`src/rtl/sfsm_pkg.sv`:
```
package sfsm_pkg;
   localparam int ENTRY_W = 8;
   localparam int IDX_W   = 8;
   localparam int OFF_W   = 2;

   typedef logic [ENTRY_W-1:0] entry_t;
   typedef logic [IDX_W-1:0]   index_t;

   typedef enum logic {
      PH_OFF = 1'b0,
      PH_RUN = 1'b1
   } phase_t;
endpackage

```
`src/rtl/sfsm_stop_sync.sv`:
```
module sfsm_stop_sync #(
   parameter int STAGES = 2
) (
   input  logic clk,
   input  logic rst_n,
   input  logic stop_in,
   output logic fall_o
);
   generate
      if (STAGES < 2) begin : g_bad_stages
         $error("sfsm_stop_sync: STAGES must be at least 2");
      end
   endgenerate

   logic [STAGES-1:0] sync_q;
   logic              last_q;

   genvar gi;
   generate
      for (gi = 0; gi < STAGES; gi++) begin : g_stage
         if (gi == 0) begin : g_first
            always_ff @(posedge clk or negedge rst_n) begin
               if (!rst_n) sync_q[0] <= 1'b0;
               else        sync_q[0] <= stop_in;
            end
         end else begin : g_next
            always_ff @(posedge clk or negedge rst_n) begin
               if (!rst_n) sync_q[gi] <= 1'b0;
               else        sync_q[gi] <= sync_q[gi-1];
            end
         end
      end
   endgenerate

   always_ff @(posedge clk or negedge rst_n) begin
      if (!rst_n) last_q <= 1'b0;
      else        last_q <= sync_q[STAGES-1];
   end

   assign fall_o = last_q & ~sync_q[STAGES-1];

   // a detected falling edge lasts one cycle only
   p_fall_single_r6: assert property (@(posedge clk) disable iff (!rst_n)
      fall_o |=> !fall_o);
endmodule

```
`src/rtl/sfsm_table.sv`:
```
module sfsm_table #(
   parameter int ADDR_W  = 8,
   parameter int ENTRY_W = 8
) (
   input  logic               clk,
   input  logic               wr_en,
   input  logic [ADDR_W-1:0]  wr_addr,
   input  logic [ENTRY_W-1:0] wr_data,
   input  logic [ADDR_W-1:0]  rd_addr,
   output logic [ENTRY_W-1:0] rd_data
);
   localparam int DEPTH = 1 << ADDR_W;

   generate
      if (ADDR_W > 12) begin : g_bad_depth
         $error("sfsm_table: ADDR_W too large for a local table");
      end
   endgenerate

   logic [ENTRY_W-1:0] mem_q [DEPTH];

   always_ff @(posedge clk) begin
      if (wr_en) mem_q[wr_addr] <= wr_data;
   end

   assign rd_data = mem_q[rd_addr];

   // a write is visible at its address on the following cycle
   p_write_lands_r10: assert property (@(posedge clk)
      wr_en |=> (mem_q[$past(wr_addr)] == $past(wr_data)));
endmodule

```
`src/rtl/sfsm_index.sv`:
```
module sfsm_index
   import sfsm_pkg::*;
(
   input  logic [7:3] q_hi,
   input  logic       q0,
   input  logic       s1,
   input  logic       s2,
   input  logic       q6_en,
   input  logic       q7_en,
   output index_t     idx
);
   logic ext7;
   logic ext6;

   always_comb begin
      ext6 = q6_en & q_hi[6];
      ext7 = q6_en & q7_en & q_hi[7];
      idx  = {ext7, ext6, q_hi[5], q_hi[4], q_hi[3], q0, s2, s1};
   end
endmodule

```
`src/rtl/sense_tbl_fsm.sv`:
```
module sense_tbl_fsm
   import sfsm_pkg::*;
#(
   parameter int ADDR_W      = 8,
   parameter int SYNC_STAGES = 2
) (
   input  logic              clk,
   input  logic              rst_n,
   input  logic              en,
   input  logic              s1,
   input  logic              s2,
   input  logic              stop_in,
   input  logic              q6_en,
   input  logic              q7_en,
   input  logic [ADDR_W-1:0] base_addr,
   input  logic              cfg_we,
   input  logic [ADDR_W-1:0] cfg_addr,
   input  logic [7:0]        cfg_data,
   output logic [7:0]        state_out,
   output logic              state_valid
);
   generate
      if (ADDR_W < IDX_W) begin : g_bad_aw
         $error("sense_tbl_fsm: ADDR_W must cover the 8-bit index");
      end
   endgenerate

   phase_t              phase_q;
   entry_t              latch_q;
   logic                valid_q;
   logic                stop_fall;
   index_t              nxt_idx;
   logic [OFF_W-1:0]    start_off;
   logic [ADDR_W-1:0]   rd_addr;
   entry_t              rd_data;
   logic                take;

   sfsm_stop_sync #(.STAGES(SYNC_STAGES)) u_sync (
      .clk     (clk),
      .rst_n   (rst_n),
      .stop_in (stop_in),
      .fall_o  (stop_fall)
   );

   sfsm_index u_index (
      .q_hi  (latch_q[7:3]),
      .q0    (latch_q[0]),
      .s1    (s1),
      .s2    (s2),
      .q6_en (q6_en),
      .q7_en (q7_en),
      .idx   (nxt_idx)
   );

   sfsm_table #(.ADDR_W(ADDR_W), .ENTRY_W(ENTRY_W)) u_table (
      .clk     (clk),
      .wr_en   (cfg_we),
      .wr_addr (cfg_addr),
      .wr_data (cfg_data),
      .rd_addr (rd_addr),
      .rd_data (rd_data)
   );

   assign start_off = {s2, s1};

   always_comb begin
      if (phase_q == PH_OFF) rd_addr = base_addr + ADDR_W'(start_off);
      else                   rd_addr = base_addr + ADDR_W'(nxt_idx);
   end

   assign take = (phase_q == PH_OFF) || latch_q[7] || stop_fall;

   always_ff @(posedge clk or negedge rst_n) begin
      if (!rst_n) begin
         phase_q <= PH_OFF;
         latch_q <= '0;
         valid_q <= 1'b0;
      end else if (!en) begin
         phase_q <= PH_OFF;
         latch_q <= '0;
         valid_q <= 1'b0;
      end else begin
         phase_q <= PH_RUN;
         valid_q <= take;
         if (take) latch_q <= rd_data;
      end
   end

   assign state_out   = latch_q;
   assign state_valid = valid_q;

   // disabled cycle clears the latch and the valid flag
   p_off_clear_r1: assert property (@(posedge clk) disable iff (!rst_n)
      !en |=> (state_out == 8'h00 && !state_valid && phase_q == PH_OFF));

   // first enabled cycle always loads
   p_first_load_r2: assert property (@(posedge clk) disable iff (!rst_n)
      (en && phase_q == PH_OFF) |=> (state_valid && phase_q == PH_RUN));

   // a set top bit chains on the next edge
   p_chain_r7: assert property (@(posedge clk) disable iff (!rst_n)
      (en && phase_q == PH_RUN && state_out[7]) |=> state_valid);

   // a clear top bit holds without a detected falling edge
   p_wait_r6: assert property (@(posedge clk) disable iff (!rst_n)
      (en && phase_q == PH_RUN && !state_out[7] && !stop_fall)
         |=> (!state_valid && $stable(state_out)));
endmodule

```
`config.mk`:
```
export PLATFORM = sky130hd
export DESIGN_NAME = sense_tbl_fsm
export DESIGN_NICKNAME = d
export VERILOG_FILES = /design/src/rtl/sfsm_pkg.sv /design/src/rtl/sfsm_stop_sync.sv /design/src/rtl/sfsm_table.sv /design/src/rtl/sfsm_index.sv /design/src/rtl/sense_tbl_fsm.sv
export SDC_FILE = /design/constraint.sdc
export NUM_CORES = 2
export LEC_CHECK = 0
export BUFFER_PORTS_ARGS = -buffer_cell sky130_fd_sc_hd__buf_2
export CAP_MARGIN = 20
export CORE_UTILIZATION = 45
export CTS_BUF_LIST = sky130_fd_sc_hd__clkbuf_2
export CTS_CLUSTER_SIZE = 14
export DETAILED_ROUTE_END_ITERATION = 10
export HOLD_SLACK_MARGIN = 0.15
export PLACE_DENSITY_LB_ADDON = 0.2
export REMOVE_ABC_BUFFERS = 1
export SLEW_MARGIN = 5
export SYNTH_ARGS = -nofsm -noshare
export SYNTH_HDL_FRONTEND = slang
export SYNTH_SLANG_ARGS = --single-unit
```
`constraint.sdc`:
```
create_clock -name clk -period 4.49 [get_ports clk]
set_clock_uncertainty 0.2 [all_clocks]
set_input_delay 0.898 -clock clk [delete_from_list [all_inputs] [get_ports clk]]
set_output_delay 0.898 -clock clk [all_outputs]
set_load 0.02 [all_outputs]
```
==> results.json <==
{
  "crit_family": "simple AND/OR/NAND/NOR gates",
  "slowest_delay_ns": 0.65,
  "avgViaCountPerCell": 5.82,
  "h-tree-depth": 6,
  "grt-ovfl-total": 0,
  "path_common_cell": "buf_4",
  "numCtsBuffers": 542,
  "finalWorstSetupSlack_ns": 0.0659,
  "grt_pass1_vias": 43700,
  "drt_pass1_iterations": 6,
  "die_h_um": 424,
  "ant_nets": 0,
  "clk_pin_slew_ns": 0.11,
  "period_minus_slack_ns": 4.42,
  "dieArea_sq_um": 180000,
  "path_buf_inv": 3,
  "fin_nets": 4668,
  "r2r_start": "state_out[4]$_DFFE_PN0P_",
  "tightest_slew_ns": 1.23,
  "place_congestion": 0.998,
  "setup_viol": 0,
  "placed_area_sq_um": 87000,
  "finalWirelength_mm": 219,
  "hold_end": "u_sync.sync_q[1]$_DFF_PN0_",
  "netlist_area_sq_um": 80300,
  "r2r_end": "state_out[3]$_DFFE_PN0P_",
  "leakage_nw": 30.6,
  "synth_async_sr_flop_share_pct": 0.631,
  "cts_sinks": 2061,
  "io_pins": 42,
  "path_cells": "and2_1 -> ha_1 -> nand3_1 -> o22ai_2 -> nor2_1 -> xnor2_2 -> dlygate4sd3_1 -> buf_4 -> nand4_1 -> buf_4 -> a21oi_1 -> or4_1 -> a2111o_1",
  "final_area_sq_um": 92200,
  "fillers": 14100,
  "whs_path_depth": 0,
  "cts_buffer_depth": 4,
  "cp-start-kind": "flip-flop",
  "post_cts_buffers": 0,
  "syn-instance-count": 3693,
  "dpl.hpwl_mm": 135,
  "min_from": "u_sync.sync_q[0]$_DFF_PN0_",
  "synth_enable_flop_cells": 2048,
  "irDropWorstVdd_v": 0.000326,
  "track_usage_pct": 24.5,
  "core_area_sq_um": 177000,
  "drc_errors": 0,
  "powerDensity_nw_per_um2": 439,
  "yosysSeqAreaShare_pct": 77.0,
  "syn2layout_area_growth_pct": 14.9,
  "max_freq_mhz": 226,
  "reg2reg_slack_ns": 0.07,
  "port_buffers": 41,
  "min_period_over_period_pct": 98.5,
  "drt_iter0_drc": 4664,
  "worstPathRequired_ns": 6.00,
  "drv_cap": 0,
  "cp_max_fo": 12,
  "detailedPlace.worstSlack_ns": -0.686,
  "cts_tree": "yes",
  "grt_first_pass_wirelength_mm": 312,
  "p_total_mw": 40.5,
  "drive_above_1_share_pct": 38.6,
  "rows": 154,
  "cts-root-buf": "clkbuf_2",
  "crit_type": "reg -> reg",
  "end_kind": "flip-flop",
  "outcome": "finished clean",
  "tns_ns": 0,
  "rsz0062_at_grt": "no",
  "vias": 42500,
  "die_w_um": 424,
  "synth_seq_cells": 2061,
  "finalMaxSlewViolations": 0,
  "cpMaxStageDelayCell": "or4_1",
  "syn_area_per_cell_sq_um": 21.7,
  "wl_per_cell_um": 30.0,
  "synth.distinct_cells": 62,
  "grt_max_degree": 138,
  "yosysWarningCount": 0,
  "rr_worst_depth": 13,
  "antenna_found_initial": 9,
  "finalHoldViolations": 0,
  "crit_arrival_ns": 5.94,
  "start_util_pct": 45.4,
  "synth_flop_cell": "edfxtp_1",
  "relSlewSlack_pct": 18.0,
  "insertion_delay_ns": 1.86,
  "min_path_type": "reg -> reg"
}
-- synthesized netlist by cell type (5+ instances only) --
cell type  number  area [sq um]
edfxtp_1     2048         61500
mux4_2        573         12900
nor2_1        300          1130
nand2_1       187           702
clkbuf_1      112           420
mux2i_1        65           651
buf_2          63           315
nand3_1        63           315
buf_4          22           165
nand4_1        21           131
a21oi_1        18          90.1
o21ai_0        16          80.1
a221oi_1       14           123
a32oi_1        14           123
dfrtp_1        13           325
a31oi_1        12          75.1
nor3_1         11          55.1
a32o_1         10           100
buf_1           9          33.8
buf_6           9           101
inv_1           9          33.8
nor2b_1         8          50.1
ha_1            7          87.6
a2111o_1        6          67.6
nor4_1          6          37.5
a21boi_0        5          37.5
a21boi_1        5          37.5
or4_1           5          37.5
-- kinds of logic after synthesis --
group                      count (synthesis)  share of synthesized area [%]
xor gates and xnor gates                   6                         0.0889
buffers and inverters                    224                           1.33
muxes                                    642                           16.9
and+or+nand+nor                          623                           3.26
adders and majority gates                  8                          0.134
DFF                                     2061                           77.0
AOI/OAI and AO/OA                        129                           1.22
-- state kept, by name, summed over array words and instances, names as in the netlist --
register,flops
state_valid,1
u_sync.sync_q,2
u_table.mem_q,2048
u_sync.last_q,1
phase_q,1
state_out,8
-- worst max path at each step --
stage	startpoint	to	slack (ns)	depth (start not counted)
after detailed placement	s1	state_out[1]$_DFFE_PN0P_	-0.69	12
after global routing	state_out[4]$_DFFE_PN0P_	state_out[3]$_DFFE_PN0P_	0.04	13
final	state_out[4]$_DFFE_PN0P_	state_out[3]$_DFFE_PN0P_	0.07	13
after floorplan	s1	state_out[0]$_DFFE_PN0P_	-17.53	7
after CTS	state_out[4]$_DFFE_PN0P_	state_out[5]$_DFFE_PN0P_	0.09	12
after global placement	s1	state_out[1]$_DFFE_PN0P_	-0.68	12
-- cells in the final DEF, fill, tap and decap left out, types with 5 or more instances in the layout --
master            n
a31oi_1          12
bufinv_16         5
clkinv_1         99
a221oi_1         14
mux4_2          573
inv_1             9
a2111o_1          6
a21boi_1          5
nand2_1         187
buf_12           63
clkinv_2          9
or4_1             5
o21ai_0          16
inv_2            12
nand4_1          21
a21boi_0          5
a32o_1           10
mux2i_1          65
nor3_1           11
buf_2            33
nand3_1          63
buf_16            7
a21oi_1          18
dlygate4sd3_1    61
nor2b_1           8
a32oi_1          14
diode_2           9
dfrtp_1          11
nor2_1          296
ha_1              6
clkbuf_2        742
buf_4           432
edfxtp_1       2048
-- per-stage QoR --
step                      hold slack (ns)  instances  utilization, %
after global placement              0.139       6354            49.3
after CTS                           0.156       7292            52.2
final                               0.155       7301            52.2
after global routing                0.177       7299            52.2
after floorplan                     0.131       3478               -
after detailed placement            0.140       6354            49.3
-- where the power goes --
group | switching (mW) | total, mW | leakage (nW) | internal [mW]
Combinational | 4.09 | 7.07 | 8.61 | 2.98
Clock | 7.45 | 12.1 | 3.39 | 4.68
Sequential | 0.0683 | 21.3 | 18.6 | 21.2
Total | 11.6 | 40.5 | 30.6 | 28.8
-- cell type report --
cell class	instances	area [sq um]	share of cell area, %
well taps	2340	2930	3.17
repair buffers	605	5600	6.07
inverters	9	33.8	0.0366
diodes	9	22.5	0.0244
clock inverters	127	627	0.680
flip-flops and latches	2061	61800	67.0
clock buffers	742	3710	4.03
multi-input cells	1408	17500	19.0
-- layer usage --
metal	vias up	GRT usage (%)	part of all wire [%]
li1	17600	-	-
met1	22500	33.6	40
met2	1948	38.2	48
met3	411	5.38	7.6
met4	0	10.5	3.8
met5	-	0	0
-- what timing repair did --
action / in CTS / in global routing
hold buffers: 69 / 0
setup endpoints to repair: 0 / 6
hold endpoints to repair: 4119 / 0
resized for setup: 0 / 4
Note: power is estimated with default switching activity, not from simulation.
